$ cat src/rtl/nhb_pkg.sv
// Shared types and constants of the NAND host bridge.
// Assumes a 3-bit byte offset into an 8-byte register window.
package nhb_pkg;

    // Data-port access width as coded on bus_size
    typedef enum logic [1:0] {
        SZ_BYTE = 2'd0,
        SZ_HALF = 2'd1,
        SZ_WORD = 2'd2,
        SZ_WORD_ALT = 2'd3
    } acc_size_e;

    // Byte sequencer states
    typedef enum logic [1:0] {
        SQ_IDLE   = 2'd0,
        SQ_STROBE = 2'd1,
        SQ_GAP    = 2'd2
    } seq_state_e;

    // Offsets within the control half of the window (bus_addr[1:0] with bus_addr[2]=1)
    localparam logic [1:0] OFF_MODE    = 2'd0;
    localparam logic [1:0] OFF_STATUS  = 2'd1;
    localparam logic [1:0] OFF_PENDING = 2'd2;
    localparam logic [1:0] OFF_ENABLE  = 2'd3;

    // Mode register bit positions
    localparam int MB_WREN  = 7;
    localparam int MB_CE    = 4;
    localparam int MB_PWSEL = 3;
    localparam int MB_PWVAL = 2;
    localparam int MB_ALE   = 1;
    localparam int MB_CLE   = 0;

    // Number of flash byte cycles for an access size
    function automatic logic [2:0] bytes_for(input logic [1:0] sz);
        case (sz)
            SZ_BYTE: bytes_for = 3'd1;
            SZ_HALF: bytes_for = 3'd2;
            default: bytes_for = 3'd4;
        endcase
    endfunction

endpackage

$ cat src/rtl/nhb_regs.sv
// Control registers of the NAND host bridge: mode, card power, interrupt
// enable, and the read multiplexer for the control half of the window.
// Assumes acc_en is a one-cycle pulse for an accepted control access.
module nhb_regs
    import nhb_pkg::*;
(
    input  logic       clk,
    input  logic       rst_n,
    input  logic       acc_en,
    input  logic       acc_wr,
    input  logic [1:0] acc_off,
    input  logic [7:0] acc_wdata,
    input  logic       busy_in,
    input  logic       flag_in,
    output logic [7:0] mode_q,
    output logic [7:0] mask_q,
    output logic       pwr_q,
    output logic       clr_req,
    output logic [7:0] rd_byte
);

    logic wr_mode;
    logic wr_mask;

    assign wr_mode = acc_en && acc_wr && (acc_off == OFF_MODE);
    assign wr_mask = acc_en && acc_wr && (acc_off == OFF_ENABLE);
    assign clr_req = acc_en && acc_wr && (acc_off == OFF_PENDING) && acc_wdata[0];

    // Mode register and the sticky card power bit
    always_ff @(posedge clk) begin
        if (!rst_n) begin
            mode_q <= 8'h00;
            pwr_q  <= 1'b0;
        end else if (wr_mode) begin
            mode_q <= acc_wdata;
            if (acc_wdata[MB_PWSEL])
                pwr_q <= acc_wdata[MB_PWVAL];
        end
    end

    // Interrupt enable register
    always_ff @(posedge clk) begin
        if (!rst_n)
            mask_q <= 8'h00;
        else if (wr_mask)
            mask_q <= acc_wdata;
    end

    // Read multiplexer for the control registers
    always_comb begin
        case (acc_off)
            OFF_MODE:    rd_byte = mode_q;
            OFF_STATUS:  rd_byte = {busy_in, 7'b0};
            OFF_PENDING: rd_byte = {7'b0, flag_in};
            default:     rd_byte = mask_q;
        endcase
    end

endmodule

$ cat src/rtl/nhb_seq.sv
// Flash byte sequencer: splits one data-port access into 1, 2 or 4 byte
// cycles, LSB first, each strobe low for STROBE_CLKS clocks with one high
// clock between strobes. done pulses for one cycle after the last byte.
// Assumes start is only raised while busy is low.
module nhb_seq
    import nhb_pkg::*;
#(
    parameter int BUS_W       = 32,
    parameter int STROBE_CLKS = 3
) (
    input  logic             clk,
    input  logic             rst_n,
    input  logic             start,
    input  logic             wr,
    input  logic [2:0]       nbytes,
    input  logic [BUS_W-1:0] wdata,
    input  logic             wr_allow,
    input  logic [7:0]       dq_in,
    output logic             busy,
    output logic             done,
    output logic             we_n,
    output logic             re_n,
    output logic [7:0]       dq_out,
    output logic             dq_oe,
    output logic [BUS_W-1:0] rdata
);

    localparam int MAX_BYTES = BUS_W / 8;
    localparam int IDX_W     = (MAX_BYTES > 1) ? $clog2(MAX_BYTES) : 1;
    localparam int CNT_W     = $clog2(STROBE_CLKS + 1);
    localparam logic [CNT_W-1:0] CNT_LAST = CNT_W'(STROBE_CLKS - 1);

    seq_state_e       state_q;
    logic [CNT_W-1:0] cnt_q;
    logic [IDX_W-1:0] idx_q;
    logic [2:0]       nb_q;
    logic             wr_q;
    logic             allow_q;
    logic [BUS_W-1:0] wbuf_q;
    logic [BUS_W-1:0] rbuf_q;
    logic             last_byte;

    assign last_byte = ({{(3-IDX_W){1'b0}}, idx_q} == (nb_q - 3'd1));

    // State, strobe counter and byte index
    always_ff @(posedge clk) begin
        if (!rst_n) begin
            state_q <= SQ_IDLE;
            cnt_q   <= '0;
            idx_q   <= '0;
            nb_q    <= 3'd1;
            wr_q    <= 1'b0;
            allow_q <= 1'b0;
            done    <= 1'b0;
        end else begin
            done <= 1'b0;
            case (state_q)
                SQ_IDLE: if (start) begin
                    state_q <= SQ_STROBE;
                    cnt_q   <= '0;
                    idx_q   <= '0;
                    nb_q    <= nbytes;
                    wr_q    <= wr;
                    allow_q <= wr_allow;
                end
                SQ_STROBE: begin
                    if (cnt_q == CNT_LAST)
                        state_q <= SQ_GAP;
                    else
                        cnt_q <= cnt_q + 1'b1;
                end
                default: begin
                    if (last_byte) begin
                        state_q <= SQ_IDLE;
                        done    <= 1'b1;
                    end else begin
                        state_q <= SQ_STROBE;
                        cnt_q   <= '0;
                        idx_q   <= idx_q + 1'b1;
                    end
                end
            endcase
        end
    end

    // Write byte shifter: the byte on the pins is always bits 7:0
    always_ff @(posedge clk) begin
        if (!rst_n)
            wbuf_q <= '0;
        else if (state_q == SQ_IDLE && start)
            wbuf_q <= wdata;
        else if (state_q == SQ_GAP)
            wbuf_q <= wbuf_q >> 8;
    end

    // Read assembly: capture on the last low clock of each read strobe
    always_ff @(posedge clk) begin
        if (!rst_n)
            rbuf_q <= '0;
        else if (state_q == SQ_IDLE && start && !wr)
            rbuf_q <= '0;
        else if (state_q == SQ_STROBE && !wr_q && cnt_q == CNT_LAST)
            rbuf_q[8*idx_q +: 8] <= dq_in;
    end

    assign busy   = (state_q != SQ_IDLE);
    assign re_n   = !(state_q == SQ_STROBE && !wr_q);
    assign we_n   = !(state_q == SQ_STROBE && wr_q && allow_q);
    assign dq_oe  = busy && wr_q && allow_q;
    assign dq_out = wbuf_q[7:0];
    assign rdata  = rbuf_q;

endmodule

$ cat src/rtl/nhb_irq.sv
// Ready/busy synchroniser, rising-edge ready flag and registered interrupt.
// Assumes the flash is ready at reset, so the synchroniser resets to 1 and
// no edge is reported when the line is already high. A ready edge wins over
// a clear in the same cycle.
module nhb_irq #(
    parameter int SYNC_STAGES = 2
) (
    input  logic       clk,
    input  logic       rst_n,
    input  logic       rb_raw,
    input  logic       clr_req,
    input  logic [7:0] mask,
    output logic       rb_ready,
    output logic       flag_q,
    output logic       irq_q
);

    logic [SYNC_STAGES-1:0] sync_q;
    logic                   rb_prev_q;
    logic                   rise;

    // Synchroniser chain for the asynchronous ready/busy line
    always_ff @(posedge clk) begin
        if (!rst_n)
            sync_q <= '1;
        else
            sync_q <= {sync_q[SYNC_STAGES-2:0], rb_raw};
    end

    assign rb_ready = sync_q[SYNC_STAGES-1];
    assign rise     = rb_ready && !rb_prev_q;

    // Previous synchronised level for edge detection
    always_ff @(posedge clk) begin
        if (!rst_n)
            rb_prev_q <= 1'b1;
        else
            rb_prev_q <= rb_ready;
    end

    // Pending ready flag, set has priority over clear
    always_ff @(posedge clk) begin
        if (!rst_n)
            flag_q <= 1'b0;
        else if (rise)
            flag_q <= 1'b1;
        else if (clr_req)
            flag_q <= 1'b0;
    end

    // Registered interrupt output, gated by global and per-source enable
    always_ff @(posedge clk) begin
        if (!rst_n)
            irq_q <= 1'b0;
        else
            irq_q <= flag_q && mask[7] && mask[0];
    end

endmodule

$ cat src/rtl/nand_host_bridge.sv
// Top of the NAND host bridge. Accepts one host request at a time; offsets
// 4..7 are control registers answered in one cycle, offsets 0..3 are the data
// port handled by the byte sequencer. Assumes bus_req is held until bus_ack.
module nand_host_bridge
    import nhb_pkg::*;
#(
    parameter int BUS_W       = 32,
    parameter int STROBE_CLKS = 3,
    parameter int SYNC_STAGES = 2
) (
    input  logic             clk,
    input  logic             rst_n,
    input  logic             bus_req,
    input  logic             bus_wr,
    input  logic [2:0]       bus_addr,
    input  logic [1:0]       bus_size,
    input  logic [BUS_W-1:0] bus_wdata,
    output logic [BUS_W-1:0] bus_rdata,
    output logic             bus_ack,
    output logic             nand_ce_n,
    output logic             nand_cle,
    output logic             nand_ale,
    output logic             nand_we_n,
    output logic             nand_re_n,
    output logic [7:0]       nand_dq_out,
    output logic             nand_dq_oe,
    input  logic [7:0]       nand_dq_in,
    input  logic             nand_rb,
    output logic             card_pwr,
    output logic             irq
);

    logic             seq_busy;
    logic             seq_done;
    logic [BUS_W-1:0] seq_rdata;
    logic             accept;
    logic             reg_hit;
    logic             data_hit;
    logic             reg_ack_q;
    logic             last_reg_q;
    logic [7:0]       reg_rd_q;
    logic [7:0]       reg_rd_byte;
    logic [7:0]       mode_q;
    logic [7:0]       mask_q;
    logic             clr_req;
    logic             rb_ready;
    logic             ready_flag;

    assign accept   = bus_req && !seq_busy && !bus_ack;
    assign reg_hit  = accept && bus_addr[2];
    assign data_hit = accept && !bus_addr[2];

    // Control access completion and read data capture
    always_ff @(posedge clk) begin
        if (!rst_n) begin
            reg_ack_q  <= 1'b0;
            last_reg_q <= 1'b0;
            reg_rd_q   <= 8'h00;
        end else begin
            reg_ack_q <= reg_hit;
            if (reg_hit) begin
                last_reg_q <= 1'b1;
                reg_rd_q   <= reg_rd_byte;
            end else if (data_hit) begin
                last_reg_q <= 1'b0;
            end
        end
    end

    nhb_regs u_regs (
        .clk       (clk),
        .rst_n     (rst_n),
        .acc_en    (reg_hit),
        .acc_wr    (bus_wr),
        .acc_off   (bus_addr[1:0]),
        .acc_wdata (bus_wdata[7:0]),
        .busy_in   (!rb_ready),
        .flag_in   (ready_flag),
        .mode_q    (mode_q),
        .mask_q    (mask_q),
        .pwr_q     (card_pwr),
        .clr_req   (clr_req),
        .rd_byte   (reg_rd_byte)
    );

    nhb_seq #(
        .BUS_W       (BUS_W),
        .STROBE_CLKS (STROBE_CLKS)
    ) u_seq (
        .clk      (clk),
        .rst_n    (rst_n),
        .start    (data_hit),
        .wr       (bus_wr),
        .nbytes   (bytes_for(bus_size)),
        .wdata    (bus_wdata),
        .wr_allow (mode_q[MB_WREN]),
        .dq_in    (nand_dq_in),
        .busy     (seq_busy),
        .done     (seq_done),
        .we_n     (nand_we_n),
        .re_n     (nand_re_n),
        .dq_out   (nand_dq_out),
        .dq_oe    (nand_dq_oe),
        .rdata    (seq_rdata)
    );

    nhb_irq #(
        .SYNC_STAGES (SYNC_STAGES)
    ) u_irq (
        .clk      (clk),
        .rst_n    (rst_n),
        .rb_raw   (nand_rb),
        .clr_req  (clr_req),
        .mask     (mask_q),
        .rb_ready (rb_ready),
        .flag_q   (ready_flag),
        .irq_q    (irq)
    );

    assign bus_ack   = reg_ack_q || seq_done;
    assign bus_rdata = last_reg_q ? {{(BUS_W-8){1'b0}}, reg_rd_q} : seq_rdata;
    assign nand_ce_n = !mode_q[MB_CE];
    assign nand_cle  = mode_q[MB_CLE];
    assign nand_ale  = mode_q[MB_ALE];

endmodule

$ cat config.mk
export PLATFORM = sky130hd
export DESIGN_NAME = nand_host_bridge
export DESIGN_NICKNAME = d
export VERILOG_FILES = /design/src/rtl/nhb_pkg.sv /design/src/rtl/nhb_regs.sv /design/src/rtl/nhb_seq.sv /design/src/rtl/nhb_irq.sv /design/src/rtl/nand_host_bridge.sv
export SDC_FILE = /design/constraint.sdc
export NUM_CORES = 1
export LEC_CHECK = 0
export ABC_AREA = 1
export ABC_CLOCK_PERIOD_IN_PS = 5000
export CAP_MARGIN = 10
export CORE_MARGIN = 8
export CORE_UTILIZATION = 45
export DETAILED_ROUTE_END_ITERATION = 8
export GPL_TIMING_DRIVEN = 0
export PLACE_DENSITY = 0.69
export SETUP_SLACK_MARGIN = 0.4
export SYNTH_ARGS = -nofsm -noshare
export SYNTH_HDL_FRONTEND = slang
export SYNTH_SLANG_ARGS = --single-unit
$ cat constraint.sdc
create_clock -name clk -period 5 [get_ports clk]
set_clock_uncertainty 0.15 [all_clocks]
set_input_delay 1 -clock clk [delete_from_list [all_inputs] [get_ports clk]]
set_output_delay 1 -clock clk [all_outputs]
set_load 0.03 [all_outputs]
==> metrics, run 1 <==
Crit Reg-Reg Startpoint u_seq.idx_q[0]; # hold bufs at CTS 0; hold path depth 1; Area Overhead vs Synth 27.55%; fmax 302.2 MHz; class of the most critical hold timing path flop to flop; hold worst-path end u_irq.sync_q[1]; status complete, no violations; die area 0.01414 mm^2; Worst Reg2Reg Path Length in Cells 8; placed cell area 0.005916 mm^2; Seq/Total Area, Yosys 0.4538; Max-slew headroom 0.6307; largest net degree at the start of global routing 18; Worst Hold Launch u_irq.sync_q[0]; total CTS buffers 9; Final Util 0.5887; post-route setup TNS 0 ns; #FFs+latches synth 108; port bufs 98; CP Data Required Time 3.85 ns; worst reg2reg setup slack 2.52 ns; Syn Inst Count 644; clock root cell clkbuf_8; Crit path arrival time 2.16 ns; count of final setup violators 0; # fillers 1001; Tmin final 3.309 ns; Die X 118.9 um; gr ovfl total 0; Syn Std Cell Area 0.004765 mm^2; GR Util All Layers 0.1847; Antenna Cells 0; # rows 37; Cell Pwr Density 265.1 mW/mm^2; Max-cap violations 0; htree depth 3; worst-path maximum fanout 10; IO Count 99; 1st-iter DRT viols 274; Internal 1157 uW; net switching share of the total power 0.2819; RSZ-0062 raised after global routing false; sequential share of power 0.560; routed wire length 13.14 mm; most frequent cells in the layout nand2_1, dfxtp_1, clkdlybuf4s50_1, a21oi_1, nor2_1; cell family with most CP delay buffers and inverters; slowest stage delay, CP 0.68 ns; drt pass-1 iters 5; combinational power share 0.147; Critical Path End Type output port; vias in the first global route 4599; CP Class flop to output port; Leak 0.002251 uW; vias per cell 5.136; Core Region 0.01032 mm^2; wire length per cell 14.73 um; fin crit share 0.6618; clock transition at the registers of the reported paths 0.10 ns; synth unique cells 28; share of layout cells above drive strength 1 0.07804; final slew viol count 0; post_cts resized 0; Sequential cell area 0.002162 mm^2; Critical Path Source Type flop; CTS tree yes; area of the multi-input gates 0.002133 mm^2; clock share of power 0.293; Clock Latency Late Sink 0.37 ns; clock tree sinks 108; Max VDD drop 162.2 uV; dpl hpwl 10.18 mm; initial antenna violation count 0; Syn Nets 701; DRC 0; Net Switching 454.2 uW; post-route ant nets 0; commonest non-fill, non-tap cell in the layout nand2_1; Final #Nets 810; Fin. Hold Viols 0; PnR Total Power 1611 uW; Buf/Inv on CP 3; Mean Syn Cell Area 7.398 um^2; worst hold margin 0.2776 ns; fin area 0.006077 mm^2; Worst Setup SP last_reg_q; crit-path cells clkbuf_1, clkbuf_1, nand2_1, nand2_1, clkdlybuf4s50_1; Post-CTS Setup Bufs 0; Worst Max-Slew Pin Slew 0.5540 ns; first-pass GRT wire length 21.78 mm; Initial Util 0.4615; CP max-delay cell clkdlybuf4s50_1; synth warn 0; die height 118.9 um; R2R Path End u_seq.rdata[14]; CTS Buffer Depth 2; routability cong. 0.8749; Vias 4581
## registers in the layout, summed over array words and instances (netlist names)
register and count:
u_regs.mask_q 8, u_seq.rdata 32, u_seq.nb_q 3, u_regs.mode_q 8
u_irq.sync_q 2, last_reg_q 1, u_irq.irq_q 1, u_seq.done 1
reg_ack_q 1, reg_rd_q 8, u_irq.flag_q 1, u_seq.wr_q 1
u_irq.rb_prev_q 1, u_seq.wbuf_q 32, u_seq.idx_q 2, u_seq.state_q 2
u_regs.pwr_q 1, u_seq.allow_q 1, u_seq.cnt_q 2
## kinds of logic (layout without fill, tap and decap cells)
kind of cell | after synthesis | count (layout) | synth area share
adder cells (fa/ha/maj) | 7 | 7 | 0.01838
AND/OR/NAND/NOR | 261 | 261 | 0.2448
flip-flops | 108 | 108 | 0.4538
AO/OA/AOI/OAI | 162 | 162 | 0.1846
buffers and inverters | 106 | 218 | 0.09848
## worst register-to-register path, cell delays in order, from the launching register on
cell	delay (ns)
dfxtp_1	0.37
buf_4	0.18
clkinv_1	0.29
ha_1	0.45
inv_1	0.06
nor2_1	0.21
clkbuf_1	0.37
nand4_1	0.17
a21oi_1	0.17
## worst max path at each step
stage,end,slack (ns),cells past startpoint
after floorplan,bus_rdata[2],2.80,4
after global placement,bus_rdata[7],2.04,5
after detailed placement,bus_rdata[7],2.06,5
after CTS,bus_rdata[7],1.65,5
after global routing,bus_rdata[7],1.49,5
final,bus_rdata[7],1.69,5
## final cells by class
type | instances | share of cell area
inverter | 64 | 0.03953
clock inverter | 5 | 0.006177
clock buffer | 9 | 0.02038
timing repair buffer | 98 | 0.1614
multi-input combinational | 430 | 0.3510
tap | 136 | 0.02800
buffer | 42 | 0.03768
sequential | 108 | 0.3558
## power groups by stage
stage / clock, uW / combinational (uW) / sequential [uW]
floorplan: 0 / 137 / 918
CTS: 482 / 237 / 903
finish: 472 / 236 / 903
global route: 518 / 261 / 906
global placement: 0 / 231 / 922
detailed placement: 0 / 236 / 922
## synth_stat cells (all sizes together)
master | count | area share
nand3 | 22 | 0.027
o31ai | 1 | 0.0016
nand3b | 1 | 0.0016
nor2 | 75 | 0.072
a21oi | 74 | 0.078
buf | 26 | 0.035
or2 | 3 | 0.0039
ha | 7 | 0.018
clkbuf | 16 | 0.013
clkinv | 4 | 0.0032
nand2 | 135 | 0.11
o21ai | 57 | 0.060
nor3 | 1 | 0.0010
a22oi | 22 | 0.035
inv | 60 | 0.047
dfxtp | 108 | 0.45
a211oi | 1 | 0.0016
nand4 | 24 | 0.033
a31oi | 7 | 0.0092
## per-layer routing
layer | wire length, um | GRT usage | share of wire
met5 | 0 | 0 | 0
met4 | 339 | 0.07747 | 0.026
met3 | 698 | 0.03873 | 0.053
met2 | 6250 | 0.3137 | 0.48
met1 | 5855 | 0.2227 | 0.45
## per-stage QoR
stage	instances	setup slack, ns
final	892	1.691
after global routing	892	1.486
after CTS	892	1.648
after detailed placement	878	2.058
after global placement	878	2.036
after floorplan	644	2.799
(Power assumes the default switching activity.)
==> run 2, diff against run 1 <==
ABC_CLOCK_PERIOD_IN_PS = 3300   (was 5000)
clock period = 3.3 ns   (was 5 ns; I/O delays follow)
==> run 2 against run 1 <==
  * Routed wire length down 0.27%
  * Largest power group unchanged
  * Core utilization increased by 0.21 points
  * Clock power increased by 51%
  * Sequential power up 52%
  * Sequential cell count unchanged
  * Worst hold slack barely moved
  * Critical path depth stayed put
  * Combinational power increased by 54%
  * Total power is 52% higher
  * Via count is 0.41% higher
==> metrics, run 2 (synthesized netlist as in run 1, its figures left out) <==
vias per cell 5.145 (+0.19%); routed wire length 13.11 mm (-0.27%); Critical Path Source Type flop; port bufs 98 (unchanged); RSZ-0062 raised after global routing false; post-route ant nets 0 (unchanged); vias in the first global route 4599 (unchanged); clock tree sinks 108 (unchanged); Leak 0.002271 uW (+0.92%); htree depth 3 (unchanged); met3 WL 700 um (+0.29%); share of layout cells above drive strength 1 0.08707 (+0.009029); initial antenna violation count 0 (unchanged); Final #Nets 812 (+0.25%); CP Class flop to output port; most frequent cells in the layout nand2_1, dfxtp_1, clkdlybuf4s50_1, a21oi_1, nor2_1; CP Data Required Time 2.49 ns (-1.36 ns); M1 wire length 5.812 mm (-0.73%); CTS Buffer Depth 2 (unchanged); routability cong. 0.8749 (unchanged); status complete, no violations; commonest non-fill, non-tap cell in the layout nand2_1; clock root cell clkbuf_8; Max-slew headroom 0.6283 (-0.002389); Clock Latency Late Sink 0.36 ns (about the same); drt pass-1 iters 5 (unchanged); worst hold margin 0.2774 ns (-0.0001430 ns); Initial Util 0.4615 (unchanged); IO Count 99 (unchanged); CTS tree yes; Cell Pwr Density 400.6 mW/mm^2 (+51%); Max-cap violations 0 (unchanged); fmax 360.7 MHz; Max VDD drop 246.5 uV (+52%); Crit path arrival time 1.96 ns (-0.20 ns); worst-path maximum fanout 10 (unchanged); wire length per cell 14.66 um (-0.49%); Critical Path End Type output port; die height 118.9 um (unchanged); DRC 0 (unchanged); dpl hpwl 10.18 mm (unchanged); fin crit share 0.8401; Die X 118.9 um (unchanged); Area Overhead vs Synth 27.99%; dpl ws 0.6975 ns (-1.360 ns); die area 0.01414 mm^2 (unchanged); Worst Max-Slew Pin Slew 0.5576 ns (+0.003584 ns); Core Region 0.01032 mm^2 (unchanged); # rows 37 (unchanged); GR Util All Layers 0.1847 (unchanged); clock transition at the registers of the reported paths 0.09 ns (about the same); final slew viol count 0 (unchanged); Antenna Cells 0 (unchanged); metal2 WL 6.278 mm (+0.45%); Max Used Layer met4; post-route setup TNS 0 ns (unchanged); Final WS setup 0.5276 ns (-1.163 ns); gr ovfl total 0 (unchanged); count of final setup violators 0 (unchanged); Tmin final 2.772 ns; total CTS buffers 9 (unchanged); class of the most critical hold timing path flop to flop; Fin. Hold Viols 0 (unchanged); 1st-iter DRT viols 245 (-11%); first-pass GRT wire length 21.78 mm (unchanged); Vias 4600 (+0.41%); largest net degree at the start of global routing 18 (unchanged)
[run 2: area by class of cell]
cell class              count  area (um^2)
multi-input cells         430         2133
flip-flops and latches    108         2162
plain buffers              42        234.0
clock inverters             5        37.54
clock buffers               9        123.9
well taps                 136        170.2
fillers                   998         4225
repair buffers            100        993.5
inverters                  64        244.0
[run 2: per-layer routing]
metal	vias to the layer above	track usage
li1	2329	-
met5	-	0
met3	23	0.03873
met1	2110	0.2227
met2	138	0.3137
met4	0	0.07747
[run 2: power breakdown]
| part | total, uW | switching (uW) | internal (uW) |
|---|---|---|---|
| logic | 363 | 220 | 143 |
| clock network | 712 | 441 | 271 |
| registers | 1370 | 25.5 | 1340 |
[run 2: path summary, 6_finish.rpt]
kind / to / cells after the start / startpoint / slack (ns)
setup / recovery: bus_rdata[7] / 5 / last_reg_q / 0.53
hold / removal: u_irq.sync_q[1] / 1 / u_irq.sync_q[0] / 0.28
setup reg to reg: u_seq.rdata[14] / 8 / u_seq.idx_q[0] / 0.84
hold reg to reg: u_irq.sync_q[1] / 1 / u_irq.sync_q[0] / 0.28
[run 2: what timing repair did]
action / in CTS / in global routing
hold buffers: 0 / 0
buffers inserted: 0 / 2
pin swaps: 0 / 0
endpoints found under the setup margin: 6 / 28
gates resized for setup: 1 / 7
gates cloned: 0 / 0
[run 2: stage by stage]
step / std cells / total power (uW) / utilization / cell area (um^2)
final: 894 / 2443 / 0.5907 / 6098
after CTS: 892 / 2457 / 0.5888 / 6078
after global placement: 878 / 1746 / 0.5730 / 5916
after detailed placement: 878 / 1755 / 0.5730 / 5916
after floorplan: 644 / 1598 / - / 4765
after global routing: 894 / 2558 / 0.5907 / 6098
[run 2: worst max-delay path, stage by stage, from the launching register on]
cell and delay (ns):
dfxtp_1 0.32, clkbuf_2 0.18, clkbuf_2 0.25, nand2_1 0.08, nand2_1 0.09, clkdlybuf4s50_1 0.68
==> run 3, diff against run 2 <==
ABC_CLOCK_PERIOD_IN_PS = 2900   (was 3300)
clock period = 2.9 ns   (was 3.3 ns; I/O delays follow)
==> run 3 against run 2 <==
  * Worst hold slack about the same
  * Register-to-register slack got worse by 0.17 ns
  * Count of clock-buffer cells in the layout unchanged
  * Non-clock buffer count decreased by 2
  * Global-route usage hardly changed
  * Sequential cell count unchanged
  * Critical path depth fell by 2
  * Largest cell class unchanged
  * Clock power increased by 14%
  * Routed wire length is essentially flat
  * Via count is essentially flat
  * Critical endpoint is now bus_ack
  * Worst setup slack better by 0.0066 ns
==> metrics, run 3 (synthesized netlist as in run 1, its figures left out) <==
status complete, no violations; Antenna Cells 0 (unchanged); CP Data Required Time 2.17 ns (-0.32 ns); Leak 0.002438 uW (+7.4%); worst-path maximum fanout 5 (-5); wire length per cell 14.70 um (+0.28%); Initial Util 0.4615 (unchanged); first-pass GRT wire length 21.84 mm (+0.25%); Vias 4596 (-0.087%); Clock Latency Late Sink 0.36 ns (about the same); Net Switching 782.6 uW (+14%); final slew viol count 0 (unchanged); met3 GRT Util 0.04062 (+0.001889); DRC 0 (unchanged); CP Class flop to output port; Max-slew headroom 0.6343 (+0.005989); Max-cap violations 0 (unchanged); Crit path arrival time 1.64 ns (-0.32 ns); share of layout cells above drive strength 1 0.08730 (+0.0002303); fmax 422.7 MHz; die height 118.9 um (unchanged); dpl hpwl 10.18 mm (unchanged); M2 GR Usage 0.3144 (+0.0007065); htree depth 3 (unchanged); GR Util All Layers 0.1850 (+0.0003005); count of final setup violators 0 (unchanged); worst hold margin 0.2776 ns (+0.0001340 ns); Post-CTS Setup Bufs 0 (unchanged); clock tree sinks 108 (unchanged); commonest non-fill, non-tap cell in the layout nand2_1; gr ovfl total 0 (unchanged); net switching share of the total power 0.2817 (+0.0006446); met1 Use GR 0.2219 (-0.0008611); fin crit share 0.8158; clock share of power 0.292 (about the same); clock transition at the registers of the reported paths 0.10 ns (about the same); # fillers 1016 (+1.8%); post-route setup TNS 0 ns (unchanged); Area Overhead vs Synth 27.10%; Core Region 0.01032 mm^2 (unchanged); Worst Max-Slew Pin Slew 0.5486 ns (-0.008983 ns); Buf/Inv on CP 2 (-1); RSZ-0062 raised after global routing false; CTS tree yes; largest net degree at the start of global routing 18 (unchanged); port bufs 98 (unchanged); sequential share of power 0.560 (about the same); initial antenna violation count 0 (unchanged); cell family with most CP delay buffers and inverters; # rows 37 (unchanged); routability cong. 0.8749 (unchanged); post-route ant nets 0 (unchanged); Critical Path Source Type flop; 1st-iter DRT viols 265 (+8.2%); vias per cell 5.152 (+0.14%); die area 0.01414 mm^2 (unchanged); most frequent cells in the layout nand2_1, dfxtp_1, a21oi_1, nor2_1, clkdlybuf4s50_1; CTS Buffer Depth 2 (unchanged); clock root cell clkbuf_8; crit-path cells nor2_2, inv_1, clkdlybuf4s50_1; class of the most critical hold timing path flop to flop; total CTS buffers 9 (unchanged); CP max-delay cell clkdlybuf4s50_1; Max VDD drop 281.7 uV (+14%); Cell Pwr Density 458.7 mW/mm^2 (+15%); busiest layer in global routing met2; Fin. Hold Viols 0 (unchanged); Final #Nets 810 (-0.25%); combinational power share 0.147 (-0.002); Die X 118.9 um (unchanged); routed wire length 13.11 mm (about the same); PnR Total Power 2778 uW (+14%); vias in the first global route 4617 (+0.39%); Tmin final 2.366 ns; Internal 1995 uW (+14%); drt pass-1 iters 5 (unchanged); slowest stage delay, CP 0.61 ns (-0.07 ns); Critical Path End Type output port; IO Count 99 (unchanged); # hold bufs at CTS 0 (unchanged)
-- run 3: area by class of cell --
type | count | area [um^2] | area share
plain buffers | 42 | 237.7 | 0.03926
clock buffers | 9 | 123.9 | 0.02045
clock inverters | 5 | 37.54 | 0.006198
inverters | 64 | 245.2 | 0.04050
multi-input cells | 430 | 2133 | 0.3523
flip-flops and latches | 108 | 2162 | 0.3570
well taps | 136 | 170.2 | 0.02810
repair buffers | 98 | 945.9 | 0.1562
-- run 3: through the flow --
stage                     std cells  setup WS (ns)    util  area, um^2
after CTS                       892         0.3767  0.5851        6041
after detailed placement        878         0.3775  0.5730        5916
after global routing            892         0.4539  0.5866        6056
after global placement          878         0.3563  0.5730        5916
final                           892         0.5342  0.5866        6056
after floorplan                 644         0.8971       -        4765
-- run 3: final timing paths --
kind                         from               to  slack, ns  cells past startpoint
setup / recovery        reg_ack_q          bus_ack       0.53                      3
hold / removal    u_irq.sync_q[0]  u_irq.sync_q[1]       0.28                      1
setup reg to reg   u_seq.idx_q[0]  u_seq.rdata[14]       0.67                      8
hold reg to reg   u_irq.sync_q[0]  u_irq.sync_q[1]       0.28                      1
-- run 3: routing by layer --
metal | vias to the layer above | wire length (um)
met5 | - | 0
met4 | 0 | 339
met3 | 23 | 712
met2 | 140 | 6245
met1 | 2106 | 5818
li1 | 2327 | -
-- run 3: what timing repair did --
item	in CTS	in global routing
setup endpoints to repair	33	42
hold endpoints to repair	0	0
pin swaps	0	0
resized for setup	37	10
-- run 3: power groups by stage --
stage                     combinational, uW  sequential, uW  clock (uW)
after floorplan                         236            1580           0
after global placement                  398            1590           0
after detailed placement                406            1590           0
after CTS                               407            1560         831
after global routing                    451            1560         893
final                                   409            1560         812
